--- src/rtl/dbk_sched_pkg.sv ---
package dbk_sched_pkg;
    typedef enum logic [2:0] {
        ST_IDLE, ST_PRELOAD, ST_LEFT, ST_VEDGE,
        ST_XPOSE, ST_HEDGE, ST_FLUSH, ST_DONE
    } sched_state_t;

    typedef enum logic [1:0] {
        SRC_NONE     = 2'd0,
        SRC_SHIFT_IN = 2'd1,
        SRC_SRAM_XP  = 2'd2
    } src_sel_t;
endpackage

--- src/rtl/dbk_word_ctr.sv ---
module dbk_word_ctr #(
    parameter int W = 4
) (
    input  logic         clk,
    input  logic         rst_n,
    input  logic         clear,
    input  logic         en,
    input  logic [W-1:0] limit,
    output logic [W-1:0] cnt,
    output logic         last
);
    assign last = (cnt == limit);

    always_ff @(posedge clk or negedge rst_n) begin
        if (!rst_n)
            cnt <= '0;
        else if (clear)
            cnt <= '0;
        else if (en)
            cnt <= last ? '0 : cnt + W'(1);
    end
endmodule

--- src/rtl/dbk_edge_sched.sv ---
module dbk_edge_sched
    import dbk_sched_pkg::*;
#(
    parameter int ROWS = 4,
    parameter int COLS = 4,
    parameter int WPB  = 4
) (
    input  logic       clk,
    input  logic       rst_n,
    input  logic       start,
    output logic       busy,
    output logic       done,
    output logic       fetch_req,
    output logic [4:0] fetch_blk,
    output logic       sram_wr,
    output logic       xpose_shift,
    output logic       filt_en,
    output logic       filt_dir,
    output logic [1:0] src_sel,
    output logic [4:0] edge_num,
    output logic [4:0] blk_idx,
    output logic [1:0] word_idx,
    output logic       out_en,
    output logic [4:0] out_blk,
    output logic [7:0] cycle_cnt
);
    localparam int GRID  = COLS + 1;
    localparam int BW    = 5;
    localparam int EW    = 5;
    localparam int CYW   = 8;
    localparam int WI    = $clog2(WPB);
    localparam int PRE_W = COLS * WPB;
    localparam int CW    = $clog2(PRE_W);
    localparam int RW    = $clog2(ROWS);
    localparam int CLW   = $clog2(COLS);
    localparam int NEDGE = 2 * ROWS * COLS;

    sched_state_t  state;
    logic [RW-1:0] row;
    logic [CLW-1:0] col;
    logic [CW-1:0] cnt;
    logic [CW-1:0] limit;
    logic          ph_last;
    logic          working;
    logic [BW-1:0] cur_blk, left_blk, next_left_blk, above_blk;

    assign working = (state != ST_IDLE) && (state != ST_DONE);
    assign limit   = (state == ST_PRELOAD || state == ST_FLUSH) ? CW'(PRE_W - 1) : CW'(WPB - 1);

    dbk_word_ctr #(.W(CW)) u_word_ctr (
        .clk   (clk),
        .rst_n (rst_n),
        .clear (state == ST_IDLE),
        .en    (working),
        .limit (limit),
        .cnt   (cnt),
        .last  (ph_last)
    );

    assign cur_blk       = BW'((int'(row) + 1) * GRID + int'(col) + 1);
    assign left_blk      = BW'((int'(row) + 1) * GRID);
    assign next_left_blk = BW'((int'(row) + 2) * GRID);
    assign above_blk     = BW'(int'(cur_blk) - GRID);

    // State register and sequencing counters
    always_ff @(posedge clk or negedge rst_n) begin
        if (!rst_n) begin
            state     <= ST_IDLE;
            row       <= '0;
            col       <= '0;
            edge_num  <= '0;
            cycle_cnt <= '0;
        end else begin
            if (working)
                cycle_cnt <= cycle_cnt + CYW'(1);
            unique case (state)
                ST_IDLE: begin
                    if (start) begin
                        state     <= ST_PRELOAD;
                        row       <= '0;
                        col       <= '0;
                        edge_num  <= '0;
                        cycle_cnt <= '0;
                    end
                end
                ST_PRELOAD: if (ph_last) state <= ST_LEFT;
                ST_LEFT: begin
                    if (ph_last) begin
                        state <= ST_VEDGE;
                        col   <= '0;
                    end
                end
                ST_VEDGE: begin
                    if (ph_last) begin
                        edge_num <= edge_num + EW'(1);
                        if (col == '0)
                            col <= CLW'(1);
                        else begin
                            state <= ST_XPOSE;
                            col   <= col - CLW'(1);
                        end
                    end
                end
                ST_XPOSE: if (ph_last) state <= ST_HEDGE;
                ST_HEDGE: begin
                    if (ph_last) begin
                        if (edge_num != EW'(NEDGE - 1))
                            edge_num <= edge_num + EW'(1);
                        if (int'(col) < COLS - 2) begin
                            state <= ST_VEDGE;
                            col   <= col + CLW'(2);
                        end else if (int'(col) == COLS - 2) begin
                            state <= ST_XPOSE;
                            col   <= col + CLW'(1);
                        end else if (int'(row) == ROWS - 1) begin
                            state <= ST_FLUSH;
                        end else begin
                            state <= ST_VEDGE;
                            row   <= row + RW'(1);
                            col   <= '0;
                        end
                    end
                end
                ST_FLUSH: if (ph_last) state <= ST_DONE;
                ST_DONE:  state <= ST_IDLE;
                default:  state <= ST_IDLE;
            endcase
        end
    end

    // Per-cycle control outputs
    always_comb begin
        busy        = (state != ST_IDLE);
        done        = (state == ST_DONE);
        fetch_req   = 1'b0;
        fetch_blk   = '0;
        sram_wr     = 1'b0;
        xpose_shift = 1'b0;
        filt_en     = 1'b0;
        filt_dir    = 1'b0;
        src_sel     = SRC_NONE;
        blk_idx     = '0;
        word_idx    = cnt[WI-1:0];
        out_en      = 1'b0;
        out_blk     = '0;
        unique case (state)
            ST_PRELOAD: begin
                fetch_req = 1'b1;
                sram_wr   = 1'b1;
                fetch_blk = BW'(cnt[CW-1:WI]) + BW'(1);
                blk_idx   = fetch_blk;
            end
            ST_LEFT: begin
                fetch_req = 1'b1;
                fetch_blk = left_blk;
                blk_idx   = left_blk;
            end
            ST_VEDGE: begin
                fetch_req = 1'b1;
                fetch_blk = cur_blk;
                filt_en   = 1'b1;
                src_sel   = SRC_SHIFT_IN;
                blk_idx   = cur_blk;
                if (col == '0) begin
                    out_en  = 1'b1;
                    out_blk = left_blk;
                end
            end
            ST_XPOSE: begin
                xpose_shift = 1'b1;
                blk_idx     = cur_blk;
                if (int'(col) == COLS - 1 && int'(row) != ROWS - 1) begin
                    fetch_req = 1'b1;
                    fetch_blk = next_left_blk;
                end
            end
            ST_HEDGE: begin
                filt_en  = 1'b1;
                filt_dir = 1'b1;
                src_sel  = SRC_SRAM_XP;
                sram_wr  = 1'b1;
                blk_idx  = cur_blk;
                out_en   = 1'b1;
                out_blk  = above_blk;
            end
            ST_FLUSH: begin
                out_en  = 1'b1;
                out_blk = BW'(ROWS * GRID) + BW'(cnt[CW-1:WI]) + BW'(1);
                blk_idx = out_blk;
            end
            default: ;
        endcase
    end
endmodule

--- config.mk ---
export PLATFORM = sky130hd
export DESIGN_NAME = dbk_edge_sched
export DESIGN_NICKNAME = d
export VERILOG_FILES = /design/src/rtl/dbk_sched_pkg.sv /design/src/rtl/dbk_word_ctr.sv /design/src/rtl/dbk_edge_sched.sv
export SDC_FILE = /design/constraint.sdc
export NUM_CORES = 1
export LEC_CHECK = 0
export BUFFER_PORTS_ARGS = -buffer_cell sky130_fd_sc_hd__buf_2
export CAP_MARGIN = 20
export CORE_UTILIZATION = 50
export CTS_BUF_LIST = sky130_fd_sc_hd__clkbuf_8
export DETAILED_ROUTE_END_ITERATION = 16
export MAX_ROUTING_LAYER = met4
export PLACE_DENSITY = 0.74
export SYNTH_ARGS = -nofsm -noshare
export SYNTH_HDL_FRONTEND = slang
export SYNTH_SLANG_ARGS = --single-unit
export TNS_END_PERCENT = 10
--- constraint.sdc ---
create_clock -name clk -period 3.65 [get_ports clk]
set_clock_uncertainty 0.05 [all_clocks]
set_input_delay 0.73 -clock clk [delete_from_list [all_inputs] [get_ports clk]]
set_output_delay 0.73 -clock clk [all_outputs]
set_load 0.02 [all_outputs]
# Word-level counts from Yosys, hierarchy flattened
# Index checks and enable logic that the tools add are counted.
# classes
addsub,15
n_mul,2
n_div,0
n_lt_le_gt_ge,1
n_eq_ne,27
shifts,0
mux,52
n_bitwise,0
reduce_logical,19
# op_table
op,count
$pmux 5 s4,2
$mux 3,11
$mux 5,6
$pmux 5 s3,2
$mux 2,12
$mux 8,3
$pmux 3 s8,1
$mux 4,4
$ne 2x1->1 const B,7
$eq 3x3->1 const B,4
$ne 2x2->1 const B,6
$reduce_and 6->1,2
$add 5x1->5 const B,2
$mul 3x3->5 const B,2
$add 8x1->8 const B,1
$pmux 2 s2,2
$pmux 2 s4,1
$reduce_and 8->1,1
$add 2x1->3 const B,2
$eq 3x2->1 const B,2
$mux 1,6
$reduce_bool 3->1,2
$reduce_or 2->1,3
$reduce_or 3->1,2
other kinds (25),30
# word_totals
regBits,24
latchBits,0
ramBits,0
mem_bits_ro,0
inputBits,3
output_inout_bits,40
word_cells,122
mem_count,0

# Logic depth before layout (Yosys ltp)
# Gate-level depths: netlist of run 1.
# logic_depth
depth_word,7
depth_mapped,12
mapped_depth_nobuf,11

# Cells and area by module
# Synthesis of run 1 repeated with hierarchy kept, for this count alone.
# hier_totals
hier_cells,263
area_unflattened_um2,2165.8
# modules_own_cells
mod,instances,cells_each,area_each_um2,seq_area_each_um2
dbk_edge_sched,1,236,1881.8,500.5
dbk_word_ctr,1,27,284.0,100.1

# Least setup slack after synthesis of run 1
# Ideal clock, no wire load.
# synth_path
path_type,flip-flop to output port
startpoint,register row[1]
endpoint,output out_blk[4]
arrival_time_ps,2935
required_time_ps,2870
slack_ps,-65
stages_incl_launch_ff,13
path_buffers,1
cell_sequence,dfrtp_1 inv_1 ha_1 clkbuf_1 inv_1 fa_1 inv_1 ha_1 o21ai_0 a22o_1 nand2_1 a211o_1 o211ai_1
# synth_between
elab_chain_cells,6
elab_cells_between_ends,7
classes_between,4 x add/sub; 1 x mul; 2 x mux
# synth_lines
element,line,text
from (decl),dbk_edge_sched.sv:39,logic [RW-1:0] row;
from (signal assigned),dbk_edge_sched.sv:119,row <= row + RW'(1);
$add 2x1->3 (*),"dbk_edge_sched.sv:60, dbk_edge_sched.sv:61",
$mul 3x3->5 (*),"dbk_edge_sched.sv:60, dbk_edge_sched.sv:61",
$add 5x2->5 (2 in series),dbk_edge_sched.sv:60,assign cur_blk = BW'((int'(row) + 1) * GRID + int'(col) + 1);
$sub 5x3->5,dbk_edge_sched.sv:63,assign above_blk = BW'(int'(cur_blk) - GRID);
$pmux 5 s3 (*),dbk_edge_sched.sv:146,unique case (state)
to (decl),dbk_edge_sched.sv:24,"output logic [4:0] out_blk,"
# Every way passes the cells marked *; elsewhere a longest branch is shown, timed or not.

# Worst setup path in the final report of run 1
# Same ends and word-level chain as after synthesis.

==> results of run 1 <==
==> synth_stat cells, drive strengths merged (2+ instances only) <==
| cell type | n | area share, % |
|---|---|---|
| nand2 | 33 | 5.4 |
| o21ai | 33 | 7.6 |
| nor2 | 26 | 4.7 |
| dfrtp | 24 | 26 |
| buf | 19 | 5.5 |
| a21oi | 17 | 4.2 |
| inv | 16 | 2.6 |
| ha | 13 | 7.1 |
| nand3 | 12 | 2.6 |
| o22ai | 9 | 2.5 |
| xor2 | 8 | 3.1 |
| nor2b | 6 | 1.6 |
| nor3 | 6 | 1.5 |
| a22o | 5 | 1.9 |
| o221ai | 5 | 1.9 |
| and3 | 4 | 1.1 |
| mux2i | 4 | 1.8 |
| nand2b | 4 | 1.1 |
| xnor2 | 4 | 1.5 |
| a31oi | 3 | 1.5 |
| clkbuf | 3 | 0.49 |
| nand4 | 3 | 0.82 |
| a211o | 2 | 0.77 |
| a22oi | 2 | 0.66 |
| nand3b | 2 | 0.99 |
| nor4 | 2 | 1.2 |
| o211ai | 2 | 0.88 |
| o21a | 2 | 0.66 |
| o32ai | 2 | 0.77 |
==> per-stage QoR <==
step	utilization [%]	setup WS (ns)	instance area [um2]
2_1_floorplan	-	0.0721	2290
3_3_place_gp	56.5	0.334	2480
3_5_place_dp	56.5	0.268	2480
4_1_cts	58.3	0.0550	2550
5_1_grt	59.4	-0.00625	2600
6_report	59.4	0.154	2600
==> cell type report <==
type | instances | area (um2) | share of cell area, %
flip-flops and latches | 24 | 602 | 23.1
well taps | 52 | 65.1 | 2.50
multi-input cells | 226 | 1520 | 58.5
repair buffers | 53 | 299 | 11.5
clock buffers | 4 | 55.1 | 2.11
inverters | 16 | 60.1 | 2.31
==> flip-flops by register name, summed over array words and instances (netlist names) <==
signal	count
cycle_cnt	8
edge_num	5
u_word_ctr.cnt	4
state	3
col	2
row	2
==> worst min path at each step <==
stage / start / endpoint / slack (ns) / cells after the start
after global placement: edge_num[4] / edge_num[4] / 0.46 / 2
after detailed placement: edge_num[4] / edge_num[4] / 0.46 / 2
after CTS: rst_n / edge_num[3] / 0.41 / 1
after floorplan: rst_n / col[0] / 0.38 / 0
after global routing: rst_n / edge_num[1] / 0.43 / 1
final: rst_n / edge_num[1] / 0.38 / 1
==> routing by layer <==
metal | GRT usage [%] | routed length (um) | vias to the layer above
met3 | 3.49 | 316 | 5
li1 | - | - | 1112
met4 | 4.00 | 43 | 0
met2 | 41.6 | 2780 | 81
met5 | - | 0 | -
met1 | 34.9 | 2680 | 1049
==> kinds of logic (layout without fill, tap and decap cells) <==
kind of cell | Yosys count | in the layout | synth area share [%]
AOI/OAI and AO/OA | 92 | 92 | 27.1
xor gates and xnor gates | 12 | 12 | 4.60
buffers and inverters | 38 | 73 | 8.59
muxes | 4 | 4 | 1.75
and+or+nand+nor | 104 | 104 | 23.7
adders and majority gates | 14 | 14 | 7.99
DFF | 24 | 24 | 26.3
==> power by group <==
part	switching [mW]	internal (mW)
Clock	0.0844	0.0962
Combinational	0.856	0.497
Sequential	0.168	0.368
Total	1.11	0.960
==> worst reg2reg max path, cell delays in order, from the launching register on <==
cell,delay (ns)
dfrtp_1,0.68
buf_4,0.30
and4bb_1,0.20
a21oi_1,0.11
o211a_1,0.42
o21ai_0,0.14
a22o_1,0.26
==> timing repair <==
| action | 4_1_cts | 5_1_grt |
|---|---|---|
| pin swaps | 1 | 0 |
| setup endpoints to repair | 1 | 2 |
| setup buffers | 2 | 2 |
| gates resized for setup | 2 | 9 |
==> impl_results.md, run 1 <==
* Post-layout net count at between 300 and 400
* Aggregate global-route resource usage at 25.6%
* Critical path arrival at between 2 and 3 ns
* Largest net degree at the start of global routing at 25
* Stages on the worst setup path at 12
* Status: finished clean
* Synth unique cells at roughly 60
* CP cell instances: inv_1 > ha_4 > inv_2 > fa_2 > inv_1 > ha_4 > o21ai_1 > a22o_1 > nand2_1 > a211o_1 > o211ai_1 > buf_4
* Fin. max-slew vios at 0
* IO Pins at 43
* Pwr dens at between 700 and 800 nW/um2
* Leak at ~1.2 nW
* Worst Setup EP: out_blk[4]
* Post-route DRC at 0
* R2R depth at 6
* Clock Sinks at 24
* Final std cells w/o fill at about 380
* Worst IR Drop VDD at ~0.00057 V
* Clock root cell: clkbuf_8
* Die Wd at roughly 70 um
* Startpoint type of the worst setup path: flop
* Most common cell after layout, fill and taps aside: buf_2
* Reg-to-reg startpoint: state[1]
* Critical-path top delay cell: fa_2
* Gr ovfl total at 0
* Commonest non-fill, non-tap cells in the layout: buf_2 (41), nand2_1 (33), nor2_1 (24)
* Hold WC Path Type: primary input to async pin
* Post-Syn Instances at roughly 290
* Total CTS buffers at 3
* Setup slack, reg-to-reg at 1.38 ns
* Post-synth EDFFs at 0
* Worst skew pair latency at roughly 0.26 ns
* Buffers on Ports at between 40 and 50
* Synthesis warning total at 0
* Critical Path Max Stage Delay at 0.53 ns
* Hold_buf cts at 0
* Iteration count of the initial detailed-routing pass at 4
* Largest delay share family, worst path: adder cells
* Final wirelength at slightly below 6000 um
* Fin Setup TNS at 0 ns
* Crit path capture type: output pin
* Setup crit start: row[1]
* Final Hold Vio Count at 0
* Cell area after synthesis at roughly 2300 um2
* Rows at 24
* Tmin final at roughly 3.5 ns
* Die ar. at ~4800 um2
* Primary flip-flop cell chosen by synthesis mapping: dfrtp_1
* Placed insts at between 300 and 400
* Worst Path Required at around 2.9 ns
* Filler cells at approximately 400
* Initial antenna violation count at 0
* Final worst-path cycle share at 95.8%
* Max H-tree Level at 1
* Initial drt markers at ~230
* Antenna-violating nets left at 0
* RePlAce Congestion at between 0.9 and 1
* Async SR Flop Fraction at 100%
* Diode count at 0
* DR WL/cell at roughly 16 um
* Max clock buf depth at 2
* Sequential area share after synthesis at 26.3%
* Avg Inst Size Synth at about 7.9 um2
* Slew @ Worst Pin at between 0.6 and 0.7 ns
* Final total power at 2.07 mW
* RR Endpoint: col[1]
* Slew headroom at approximately 59%
* Worst Hold Slack at approximately 0.38 ns
* Share of layout cells above drive strength 1 at between 20% and 30%
* Routed vias at about 2200
* Syn_nets at 305
* Die Ht at ~70 um
* Core area at roughly 4400 um2
* Number of global-route vias before repair at a little over 2000
* CTS tree: done
* Max-cap violations at 0
* Seq cells post-synth at 24
* Worst Path Buf+Inv at 4
* Global-route wire length before repair at around 9900 um
* Post-detail-place hpwl at about 4200 um
* Final setup viols at 0
* Initial Util at 52.1%
* Critical path class: flop to output pin
* Max Clk Rate at around 290 MHz
* Clock Pin Slew Worst Setup and Hold Paths at around 0.09 ns
* Critical Path Fanout Max at 5
* Vias per cell at roughly 6.0
* Area Growth Syn to Fin at 13.9%
Power figures use the tool's default switching activity.
==> run 2, diff against run 1 <==
CORE_ASPECT_RATIO = 1.4   (was not set)
SYNTH_HIERARCHICAL = 1   (was not set)
==> impl_results.md, run 2 <==
* Final std cells w/o fill at between 300 and 400
* RR Endpoint: edge_num[1]
* Largest net degree at the start of global routing at 34
* DR WL/cell at 16.0 um
* Gr ovfl total at 0
* Total CTS buffers at 3
* Initial Util at between 50 and 60%
* Diode count at 0
* CTS tree: done
* Final Hold Vio Count at 0
* Final worst-path cycle share at approximately 95%
* Most common cell after layout, fill and taps aside: buf_2
* Placed insts at about 340
* Resize count post-CTS at 0
* Largest registers: cycle_cnt: 8 flops, edge_num: 5 flops, u_word_ctr/cnt: 4 flops
* Buffers on Ports at 42
* Reg area at about 600 um2
* Number of global-route vias before repair at between 1500 and 2000
* Tmin final at 3.47 ns
* Hold WC Path Type: primary input to async pin
* R2R depth at 7
* Commonest cells in the netlist: nand2_1 (26), dfrtp_1 (24), inv_1 (21), o21ai_0 (21), nand3_1 (16)
* Filler cells at between 300 and 400
* Rows at 27
* Area of the multi-input gates at approximately 1400 um2
* RSZ-0062 raised after global routing: false
* Avg Inst Size Synth at 8.24 um2
* Fin Setup TNS at 0 ns
* Post-CTS Setup Inserts at 0
* Status: finished, violations left
* Cell area after synthesis at about 2200 um2
* Leading area contributor after synthesis: dfrtp_1
* Crit path capture type: output pin
* Die Wd at 57.6 um
* Slew @ Worst Pin at 0.555 ns
* Final total power at ~2.4 mW
* Share of layout cells above drive strength 1 at roughly a fifth
* Worst IR Drop VDD at ~0.00050 V
* Vias per cell at between 6 and 7
* Setup slack, reg-to-reg at ~0.95 ns
* Leading post-synthesis cells by cell area: dfrtp_1 (28%), ha_1 (6.9%), o21ai_0 (4.9%), nand2_1 (4.5%), nand3_1 (3.7%)
* Met1 usage at a little under a third
* Critical Path Fanout Max at 6
* Routed vias at 2123
* Synth top area share at roughly 28%
* Die ar. at 4600 um2
* Core area at just over 4000 um2
* Aggregate global-route resource usage at a little over a quarter
* Clock root cell: clkbuf_8
* Pwr dens at approximately 970 nW/um2
* Primary flip-flop cell chosen by synthesis mapping: dfrtp_1
* Post-detail-place hpwl at 4150 um
* Biggest register: cycle_cnt
* RePlAce Congestion at approximately 1.0
* Reg-to-reg startpoint: state[2]
* Hold_buf cts at 0
* Post-route DRC at 3
* Max H-tree Level at 1
* Critical path arrival at 2.69 ns
* Async SR Flop Fraction at 100%
* Synth unique cells at 60
* Met3 global-route usage at roughly 1.6%
* Iteration count of the initial detailed-routing pass at 13
* Final instance area at between 2000 and 2500 um2
* IO Pins at between 40 and 50
* Startpoint type of the worst setup path: flop
* Fin. max-slew vios at 0
* Critical path class: flop to output pin
* Final setup viols at 0
* Initial antenna violation count at 0
* Global-route wire length before repair at 9180 um
* Top-count cell post-synth: nand2_1
* Post-layout net count at between 300 and 400
* Max-cap violations at 0
* Initial drt markers at between 100 and 150
* Slew headroom at about 63%
* Max reg flops at 8
* Routing usage on met2 at about 46%
* Post-Syn Instances at 263
* Synthesis warning total at 6
* Area Growth Syn to Fin at 13.3%
* Worst Path Required at ~2.9 ns
* Sequential area share after synthesis at 27.7%
* Max Clk Rate at roughly 290 MHz
* Dpl cell area at ~2400 um2
* Seq cells post-synth at 24
* Antenna-violating nets left at 0
* Max clock buf depth at 2
* Worst skew pair latency at between 0.2 and 0.3 ns
* Commonest non-fill, non-tap cells in the layout: buf_2 (42), nand2_1 (26), dfrtp_1 (24)
* Die Ht at ~80 um
* Violated checks: design-rule violations
* Clock Sinks at 24
* Post-synth EDFFs at 0
* Leak at 1.18 nW
* GR peak layer: met2
* Clock Pin Slew Worst Setup and Hold Paths at about 0.080 ns
* Final wirelength at between 5000 and 6000 um
run 2: layer usage:
metal	vias up	share of wire [%]
met4	0	2.2
met1	1017	43
met5	-	0
met3	10	2.5
li1	1037	-
met2	59	53
run 2: cell type report:
cell class / count / share of cell area (%)
multi-input cells: 203 / 57.6
flip-flops and latches: 24 / 24.5
repair buffers: 47 / 10.1
inverters: 22 / 3.36
clock buffers: 4 / 2.24
well taps: 43 / 2.19
run 2: cell families after synthesis:
kind of cell,share of synthesized area [%]
simple gates,22.9
compound gates,25.5
buf+inv,7.11
flops,27.7
fa+ha+maj,7.86
xor+xnor,5.89
mux,2.89
other cells,0.173
run 2: power breakdown:
group	internal, mW	leakage [nW]	total [mW]	switching (mW)
Clock	0.0961	0.0288	0.176	0.0803
Combinational	0.606	0.844	1.65	1.05
Sequential	0.371	0.303	0.543	0.172
run 2: how the worst max path moves through the flow:
stage	start	to	slack, ns	cells after the start
6_report	row[1]	out_blk[3]	0.18	9
5_1_grt	row[1]	out_blk[3]	0.02	9
4_1_cts	row[1]	out_blk[3]	0.18	9
3_5_place_dp	row[1]	out_blk[3]	0.49	9
3_3_place_gp	row[1]	out_blk[3]	0.58	9
2_1_floorplan	row[1]	out_blk[3]	0.37	9
run 2: per-stage QoR:
step	hold slack, ns	worst slack [ns]	utilization (%)
CTS	0.406	0.184	60.6
finish	0.385	0.176	60.6
global route	0.436	0.0184	60.6
floorplan	0.384	0.372	-
detailed placement	0.484	0.487	59.2
global placement	0.479	0.579	59.2
run 2: critical path: stages (launching register included):
cell      delay [ns]
dfrtp_1         0.45
inv_1           0.10
ha_1            0.31
inv_1           0.11
fa_1            0.46
xor2_1          0.22
a21oi_1         0.18
xnor3_1         0.25
o221ai_1        0.17
buf_2           0.19
==> run 3, diff against run 2 <==
CORE_MARGIN = 2   (was not set)
==> impl_results.md, run 3 (synthesis gave the netlist of run 2 again) <==
* Biggest register: cycle_cnt
* Die Ht at ~82 um
* Post-layout net count at approximately 320
* Area Growth Syn to Fin at 13.8%
* Initial Util at 51.5%
* Final instance area at about 2500 um2
* Die Wd at between 50 and 60 um
* Critical path arrival at approximately 2.7 ns
* Number of global-route vias before repair at 1950
* Post-CTS Setup Inserts at 0
* Global-route wire length before repair at roughly 9200 um
* CTS tree: done
* Max clock buf depth at 2
* Post-detail-place hpwl at around 4200 um
* Diode count at 0
* Initial drt markers at around 160
* Antenna-violating nets left at 0
* IO Pins at 43
* Dpl cell area at 2410 um2
* Critical Path Fanout Max at 6
* Slew headroom at between 50 and 60%
* RSZ-0062 raised after global routing: false
* Routed vias at around 2100
* Vias per cell at approximately 6.1
* Clock Sinks at 24
* Max reg flops at 8
* Hold_buf cts at 0
* Initial antenna violation count at 0
* Share of layout cells above drive strength 1 at 20.3%
* Commonest non-fill, non-tap cells in the layout: buf_2 (42), nand2_1 (26), dfrtp_1 (24)
* Gr ovfl total at 0
* Startpoint type of the worst setup path: flop
* Most common cell after layout, fill and taps aside: buf_2
* Max-cap violations at 0
* Core area at between 4000 and 5000 um2
* Fin. max-slew vios at 0
* Total CTS buffers at 3
* Buffers on Ports at 42
* Largest net degree at the start of global routing at 34
* Max Clk Rate at approximately 290 MHz
* Final wirelength at ~5600 um
* Fin Setup TNS at 0 ns
* Slew @ Worst Pin at about 0.63 ns
* Crit path capture type: output pin
* Final worst-path cycle share at a little over nine tenths
* Worst IR Drop VDD at approximately 0.00058 V
* Rows at 28
* Aggregate global-route resource usage at between 20% and 30%
* Max H-tree Level at 1
* RePlAce Congestion at just under 1
* Worst Path Required at roughly 2.9 ns
* Post-route DRC at 0
* Iteration count of the initial detailed-routing pass at 4
* Leak at approximately 1.2 nW
* Critical path class: flop to output pin
* Tmin final at ~3.5 ns
* Hold WC Path Type: primary input to async pin
* Worst skew pair latency at ~0.26 ns
* DR WL/cell at approximately 16 um
* Die ar. at roughly 4900 um2
* Status: finished clean
* Clock Pin Slew Worst Setup and Hold Paths at 0.09 ns
* Resize count post-CTS at 0
* Final Hold Vio Count at 0
* Clock root cell: clkbuf_8
* Final setup viols at 0
* Largest registers: cycle_cnt: 8 flops, edge_num: 5 flops, u_word_ctr/cnt: 4 flops
* Pwr dens at roughly 960 nW/um2
## run 3: cell types whose count changed in the layout (fill, tap and decap cells not counted)
| cell | before | now |
|---|---|---|
| buf_4 | 5 | 6 |
## run 3: layout make-up
class	count	area, um2
fillers	392	1740
multi-input cells	203	1420
flip-flops and latches	24	601
repair buffers	48	255
inverters	22	82.6
well taps	45	56.3
clock buffers	4	55.1
## run 3: layer usage
layer	GRT usage, %	up-vias	routed length [um]
li1	-	1043	-
met1	28.7	993	2270
met2	44.9	62	2940
met3	1.89	10	217
met4	6.89	0	121
met5	-	-	0
## run 3: worst max-delay path, stage by stage (launching register included)
cell and delay [ns]:
dfrtp_1 0.45, inv_1 0.11, ha_1 0.31, inv_1 0.09
fa_1 0.47, xor2_1 0.22, a21oi_1 0.17, xnor3_1 0.24
o221ai_1 0.17, buf_2 0.19
## run 3: final timing paths
check | startpoint | to | slack [ns] | cells after the start
setup / recovery | row[1] | out_blk[3] | 0.19 | 9
hold / removal | rst_n | cycle_cnt[4] | 0.39 | 1
setup reg to reg | state[0] | edge_num[1] | 0.94 | 8
hold reg to reg | edge_num[4] | edge_num[4] | 0.51 | 1
max in group asynchronous | rst_n | col[1] | 2.79 | 1
min in group clk | edge_num[4] | edge_num[4] | 0.51 | 1
## run 3: metrics by stage
step	utilization, %	worst slack [ns]	instances	total power [mW]	hold WS [ns]
2_1_floorplan	-	0.372	264	1.74	0.384
4_1_cts	58.6	0.204	346	2.38	0.413
5_1_grt	58.6	0.0421	346	2.59	0.436
6_report	58.6	0.193	346	2.37	0.390
3_5_place_dp	57.3	0.506	342	2.19	0.487
3_3_place_gp	57.3	0.565	342	2.16	0.483
## run 3: power by group
part	switching (mW)	internal, mW	leakage (nW)
clock	0.0836	0.0961	0.0288
sequential	0.165	0.372	0.303
combinational	1.05	0.611	0.848
total	1.30	1.08	1.18
